==> src/rtl/serclk_pkg.sv <==
package serclk_pkg;
  typedef enum logic [1:0] {
    TMO_IDLE    = 2'd0,
    TMO_RUN     = 2'd1,
    TMO_EXPIRED = 2'd2
  } tmo_state_e;
endpackage

==> src/rtl/serclk_prediv.sv <==
module serclk_prediv #(
  parameter int unsigned HALF_W = 7
) (
  input  logic              clk_i,
  input  logic              rst_ni,
  input  logic              clr_i,
  input  logic [HALF_W-1:0] half_i,
  output logic              tick_o
);
  localparam logic [HALF_W-1:0] ONE = HALF_W'(1);

  logic [HALF_W-1:0] cnt_q;

  assign tick_o = (cnt_q == half_i - ONE);

  always_ff @(posedge clk_i or negedge rst_ni) begin
    if (!rst_ni)               cnt_q <= '0;
    else if (clr_i || tick_o)  cnt_q <= '0;
    else                       cnt_q <= cnt_q + ONE;
  end

  AST_PRE_BOUND: assert property (@(posedge clk_i) disable iff (!rst_ni)
    cnt_q < half_i);
endmodule

==> src/rtl/serclk_rate.sv <==
module serclk_rate #(
  parameter int unsigned RATE_W = 8
) (
  input  logic              clk_i,
  input  logic              rst_ni,
  input  logic              clr_i,
  input  logic              tick_i,
  input  logic [RATE_W-1:0] rate_i,
  output logic              half_end_o
);
  localparam logic [RATE_W-1:0] ONE = RATE_W'(1);

  logic [RATE_W-1:0] cnt_q;

  assign half_end_o = tick_i && (cnt_q == rate_i);

  always_ff @(posedge clk_i or negedge rst_ni) begin
    if (!rst_ni)         cnt_q <= '0;
    else if (clr_i)      cnt_q <= '0;
    else if (tick_i)     cnt_q <= half_end_o ? '0 : cnt_q + ONE;
  end

  AST_RATE_BOUND: assert property (@(posedge clk_i) disable iff (!rst_ni)
    cnt_q <= rate_i);
endmodule

==> src/rtl/serclk_timeout.sv <==
module serclk_timeout
  import serclk_pkg::*;
#(
  parameter int unsigned TMO_W     = 16,
  parameter int unsigned UNIT_LOG2 = 12
) (
  input  logic             clk_i,
  input  logic             rst_ni,
  input  logic             tick_i,
  input  logic             start_i,
  input  logic             done_i,
  input  logic [TMO_W-1:0] lim_i,
  output logic             expired_o
);
  localparam logic [TMO_W-1:0]     U_ONE = TMO_W'(1);
  localparam logic [UNIT_LOG2-1:0] S_ONE = UNIT_LOG2'(1);

  tmo_state_e           state_q;
  logic [UNIT_LOG2-1:0] sub_q;
  logic [TMO_W-1:0]     unit_q, lim_q;
  logic                 sub_last, unit_last;

  assign sub_last  = &sub_q;
  assign unit_last = (unit_q == lim_q - U_ONE);
  assign expired_o = (state_q == TMO_EXPIRED);

  always_ff @(posedge clk_i or negedge rst_ni) begin
    if (!rst_ni) begin
      state_q <= TMO_IDLE;
      sub_q   <= '0;
      unit_q  <= '0;
      lim_q   <= '0;
    end else if (done_i) begin
      if (state_q == TMO_RUN) state_q <= TMO_IDLE;
      sub_q  <= '0;
      unit_q <= '0;
    end else if (start_i) begin
      lim_q   <= lim_i;
      sub_q   <= '0;
      unit_q  <= '0;
      state_q <= (lim_i == '0) ? TMO_IDLE : TMO_RUN;
    end else if (state_q == TMO_RUN && tick_i) begin
      sub_q <= sub_q + S_ONE;
      if (sub_last) begin
        if (unit_last) begin
          state_q <= TMO_EXPIRED;
          unit_q  <= '0;
        end else begin
          unit_q <= unit_q + U_ONE;
        end
      end
    end
  end

  AST_NO_OVERFLOW: assert property (@(posedge clk_i) disable iff (!rst_ni)
    (state_q == TMO_RUN) |-> (unit_q < lim_q));
  AST_STICKY: assert property (@(posedge clk_i) disable iff (!rst_ni)
    (expired_o && !start_i) |=> expired_o);
  AST_DONE_STOPS: assert property (@(posedge clk_i) disable iff (!rst_ni)
    done_i |=> (state_q != TMO_RUN));
  AST_ZERO_OFF: assert property (@(posedge clk_i) disable iff (!rst_ni)
    (start_i && !done_i && lim_i == '0) |=> !expired_o);
endmodule

==> src/rtl/serclk_gen.sv <==
module serclk_gen #(
  parameter int unsigned DIV_W     = 8,
  parameter int unsigned RATE_W    = 8,
  parameter int unsigned TMO_W     = 16,
  parameter int unsigned UNIT_LOG2 = 12
) (
  input  logic              clk_i,
  input  logic              rst_ni,
  input  logic [DIV_W-1:0]  div_i,
  input  logic [RATE_W-1:0] rate_i,
  input  logic [TMO_W-1:0]  tmo_i,
  input  logic              start_i,
  input  logic              done_i,
  output logic              sclk_o,
  output logic              sclk_en_o,
  output logic              tmo_o
);
  localparam int unsigned       HALF_W   = DIV_W - 1;
  localparam logic [HALF_W-1:0] HALF_MIN = HALF_W'(1);

  logic [HALF_W-1:0] half_req, half_q;
  logic [RATE_W-1:0] rate_q;
  logic              fresh_q, sclk_q, sclk_en_q;
  logic              tick, half_end, rise;

  // even pre-divider: LSB dropped, floor of 2
  assign half_req = (div_i[DIV_W-1:1] == '0) ? HALF_MIN : div_i[DIV_W-1:1];
  assign rise     = fresh_q | (half_end & ~sclk_q);

  always_ff @(posedge clk_i or negedge rst_ni) begin
    if (!rst_ni) begin
      fresh_q   <= 1'b1;
      half_q    <= HALF_MIN;
      rate_q    <= '0;
      sclk_q    <= 1'b0;
      sclk_en_q <= 1'b0;
    end else begin
      fresh_q   <= 1'b0;
      sclk_en_q <= rise;
      if (rise) begin
        half_q <= half_req;
        rate_q <= rate_i;
        sclk_q <= 1'b1;
      end else if (half_end) begin
        sclk_q <= 1'b0;
      end
    end
  end

  serclk_prediv #(.HALF_W(HALF_W)) u_prediv (
    .clk_i  (clk_i),
    .rst_ni (rst_ni),
    .clr_i  (fresh_q),
    .half_i (half_q),
    .tick_o (tick)
  );

  serclk_rate #(.RATE_W(RATE_W)) u_rate (
    .clk_i      (clk_i),
    .rst_ni     (rst_ni),
    .clr_i      (fresh_q),
    .tick_i     (tick),
    .rate_i     (rate_q),
    .half_end_o (half_end)
  );

  serclk_timeout #(.TMO_W(TMO_W), .UNIT_LOG2(UNIT_LOG2)) u_tmo (
    .clk_i     (clk_i),
    .rst_ni    (rst_ni),
    .tick_i    (sclk_en_q),
    .start_i   (start_i),
    .done_i    (done_i),
    .lim_i     (tmo_i),
    .expired_o (tmo_o)
  );

  assign sclk_o    = sclk_q;
  assign sclk_en_o = sclk_en_q;

  AST_EN_ON_RISE: assert property (@(posedge clk_i) disable iff (!rst_ni)
    $rose(sclk_q) |-> sclk_en_q);
  AST_EN_HIGH: assert property (@(posedge clk_i) disable iff (!rst_ni)
    sclk_en_q |-> sclk_q);
  AST_CFG_HOLD: assert property (@(posedge clk_i) disable iff (!rst_ni)
    !rise |=> ($stable(half_q) && $stable(rate_q)));
  AST_HALF_NONZERO: assert property (@(posedge clk_i) disable iff (!rst_ni)
    half_q != '0);
endmodule

==> config.mk <==
export PLATFORM = sky130hd
export DESIGN_NAME = serclk_gen
export DESIGN_NICKNAME = d
export VERILOG_FILES = /design/src/rtl/serclk_pkg.sv /design/src/rtl/serclk_prediv.sv /design/src/rtl/serclk_rate.sv /design/src/rtl/serclk_timeout.sv /design/src/rtl/serclk_gen.sv
export SDC_FILE = /design/constraint.sdc
export NUM_CORES = 1
export LEC_CHECK = 0
export ABC_AREA = 1
export BUFFER_PORTS_ARGS = -buffer_cell sky130_fd_sc_hd__clkbuf_2
export CORE_MARGIN = 10
export CORE_UTILIZATION = 55
export CTS_CLUSTER_DIAMETER = 30
export DETAILED_ROUTE_END_ITERATION = 12
export PLACE_DENSITY = 0.77
export RECOVER_POWER = 50
export SYNTH_ARGS = -nofsm -noshare
export SYNTH_HDL_FRONTEND = slang
export SYNTH_HIERARCHICAL = 1
export SYNTH_SLANG_ARGS = --single-unit
==> constraint.sdc <==
create_clock -name clk_i -period 2.7 [get_ports clk_i]
set_clock_uncertainty 0.1 [all_clocks]
set_input_delay 0.675 -clock clk_i [delete_from_list [all_inputs] [get_ports clk_i]]
set_output_delay 0.675 -clock clk_i [all_outputs]
set_load 0.1 [all_outputs]
==> metrics.yaml <==
status: "finished with violations"
violations: "max-capacitance violations, max-slew violations"
p_comb_share_pct: 17.9
path_cells: "inv_1 -> ha_1 -> nand2_1 -> inv_1 -> nor2_2 -> nand2_1 -> nor2_1 -> nand2_1 -> nor2_2 -> nand2_2 -> inv_2 -> nand4_1 -> nor3_2 -> nand2_2 -> buf_4 -> nand2_4 -> nand2_1 -> nor2_1 -> nor2_1"
gp_congestion: 0.8366
tritoncts: "built"
setup-violations-final: 0
grt_max_degree: 39
syn_avg_cell_area_um2: 7.265
max_freq_mhz: 391.1
slowest_delay_ns: 0.55
syn-num-nets: 718
crit_slowest_cell: "dfstp_2"
root_buffer: "clkbuf_8"
hold-path-endpoint: "u_tmo/state_q[1]"
clock_sinks: 79
netSwitchingPower_uw: 864.1
p_leak_uw: 0.002801
multi_input_area_um2: 2542
finalPower_uw: 2821
cts_max_path_buffers: 2
ff_latch_area_um2: 1979
worst-path-stages: 19
numCtsBuffers: 9
powerDensity_nw_per_um2: 511.0
worstPathMaxFanout: 4
drv_cap: 1
hold_depth: 2
grt_use_total_pct: 16.69
initial_utilization_pct: 56.31
dp_hpwl_mm: 7.863
final_cells: 845
synth_cells: 676
hold_class: "reg -> reg"
final_cell_mix: "nand2_1, inv_1, nor2_1, dfrtp_1, clkbuf_2"
yosys_warnings: 6
synth_area_um2: 4911
rrSetupSlack_ns: 0.14
path_clk_slew_ns: 0.09
final-hold-violation-count: 0
clk_latency_ns: 0.36
io_pins: 39
fill_cells: 746
vias_per_cell: 5.060
remaining_drc_errors: 0
fp-row-count: 34
period_share_pct: 94.69
cp.arrival_ns: 2.76
required_ns: 2.91
synth_cell_types: 42
grt_first_pass_wirelength_mm: 18.37
final_core_util_pct: 63.30
ir_drop_mv: 0.2804
seq_power_share_pct: 47.1
finalSetupTns_ns: 0
drive_gt1_share_pct: 17.64
startpoint_type: "flop"
area_delta_synth_final_pct: 12.41
final_nets: 774
yosysSeqAreaShare_pct: 40.31
slew_headroom_pct: -38.06
core_area_um2: 8721
intPower_uw: 1957
p_clk_share_pct: 35.0
wl_per_cell_um: 12.44
worstReg2RegStart: "half_q[0]"
r2r_cells: 19
drtIter0Drc: 396
ys_ff_latch: 79
slew_violations: 39
grt_pass1_vias: 4147
wl_mm: 10.51
min_period_ns: 2.557
hp-start: "u_tmo/state_q[1]"
dp.cells: 823
final_common_cell: "nand2_1"
diodes: 0
crit_path_end_kind: "flop"
antenna_found_initial: 0
vias: 4276
rr_endpoint: "half_q[0]"
cp_num_buf_inv: 4
tightest_slew_ns: 2.071
die_y_um: 114.5
antenna_left: 0
grt-ovfl-total: 0
path_class: "reg -> reg"
htreeDepth: 3
die_w_um: 114.5
dr.pass1.iters: 5
portBuffers: 37
swShare_pct: 30.64
crit_top_cell: "nand2_1"
critPathTopFamily: "simple AND/OR/NAND/NOR gates"
dieArea_um2: 13110
## metrics by stage
| stage | worst slack (ns) | hold slack (ns) | area (µm²) |
|---|---|---|---|
| CTS | 0.04172 | 0.1717 | 5449 |
| detailed placement | 0.07632 | 0.3704 | 5229 |
| global route | -0.01445 | 0.3944 | 5520 |
| finish | 0.1433 | 0.3913 | 5520 |
| floorplan | 0.1909 | 0.2794 | 4911 |
| global placement | 0.1048 | 0.3565 | 5229 |
## logic make-up after synthesis
logic type / Yosys count / share of synthesized area (%)
adder cells (fa/ha/maj): 6 / 1.529
buffers and inverters: 97 / 8.484
AO/OA/AOI/OAI: 47 / 5.223
AND/OR/NAND/NOR: 414 / 38.68
other: 1 / 0.07636
flip-flops: 79 / 40.31
XOR/XNOR: 32 / 5.707
## tightest hold or removal path, delay by kind of cell (launching register included)
kind	cells	cell delay, ns
flops	1	0.36
simple gates	2	0.10
## area by class of cell
cell class	count	area share, %
Inverter	90	6.369
Clock buffer	10	2.312
Timing Repair Buffer	50	5.122
Clock inverter	6	1.677
Tap cell	108	2.448
Sequential cell	79	35.86
Multi-Input combinational cell	501	46.06
Timing Repair inverter	1	0.1587
## power by group through the flow
stage	logic, µW	registers, µW	clock network (µW)
finish	506	1330	987
global route	585	1340	1060
floorplan	372	1330	0
detailed placement	497	1350	0
global placement	477	1350	0
CTS	499	1330	1020
## worst max path at each step
stage | endpoint | start
final | half_q[0] | half_q[0]
after global routing | half_q[0] | half_q[0]
after CTS | rate_q[4] | half_q[0]
after detailed placement | half_q[5] | half_q[0]
after global placement | rate_q[3] | half_q[0]
after floorplan | rate_q[0] | half_q[0]
## state kept, by name, summed over array words and instances (netlist names)
name and cells:
half_q 7, rate_q 8, u_tmo/state_q 2, sclk_o 1
u_tmo/sub_q 12, u_prediv/cnt_q 7, fresh_q 1, u_tmo/lim_q 16
u_rate/cnt_q 8, sclk_en_o 1, u_tmo/unit_q 16
## cell usage after synthesis
library cell | number | area, µm²
ha_1 | 6 | 75.07
nor3b_1 | 1 | 7.510
inv_1 | 82 | 307.8
and2_1 | 1 | 6.260
nand2_2 | 14 | 87.58
xnor2_1 | 10 | 87.58
a31oi_1 | 1 | 6.260
buf_4 | 1 | 7.510
nor2_2 | 12 | 75.07
o21ai_0 | 22 | 110.1
a21oi_2 | 2 | 17.52
nand2_4 | 6 | 67.56
clkinv_2 | 1 | 5.000
a21oi_1 | 17 | 85.08
buf_8 | 1 | 15.01
nand2_1 | 221 | 829.6
and3_1 | 1 | 6.260
clkbuf_1 | 2 | 7.510
o22ai_1 | 1 | 6.260
nor4_1 | 5 | 31.28
or2_1 | 1 | 6.260
nand3_1 | 35 | 175.2
nand3_2 | 7 | 70.07
clkinv_1 | 1 | 3.750
nand3b_1 | 6 | 45.04
nor2_4 | 6 | 67.56
buf_6 | 2 | 22.52
nor2_8 | 1 | 20.02
dfrtp_1 | 77 | 1927
xor2_1 | 22 | 192.7
buf_12 | 1 | 20.02
a211oi_1 | 3 | 22.52
nor3_1 | 9 | 45.04
a31o_2 | 1 | 8.760
inv_6 | 1 | 8.760
or2_2 | 2 | 12.51
nor2_1 | 78 | 292.8
inv_2 | 5 | 18.77
nand4_1 | 7 | 43.79
nor3_2 | 1 | 10.01
dfstp_2 | 2 | 52.55
conb_1 | 1 | 3.750
## what timing repair did
action                                  CTS  global route
resized for setup                         0             9
buffers inserted                          0             3
endpoints found under the setup margin    0            25
hold endpoints to repair                  0             0
hold buffers                              0             0
## routing by layer
layer  wire length [µm]  global-route usage [%]
met5                  0                       0
met4                127                   4.845
met3                536                   4.560
met2               5117                   27.67
met1               4732                   20.71
Power figures use the tool's default switching activity.
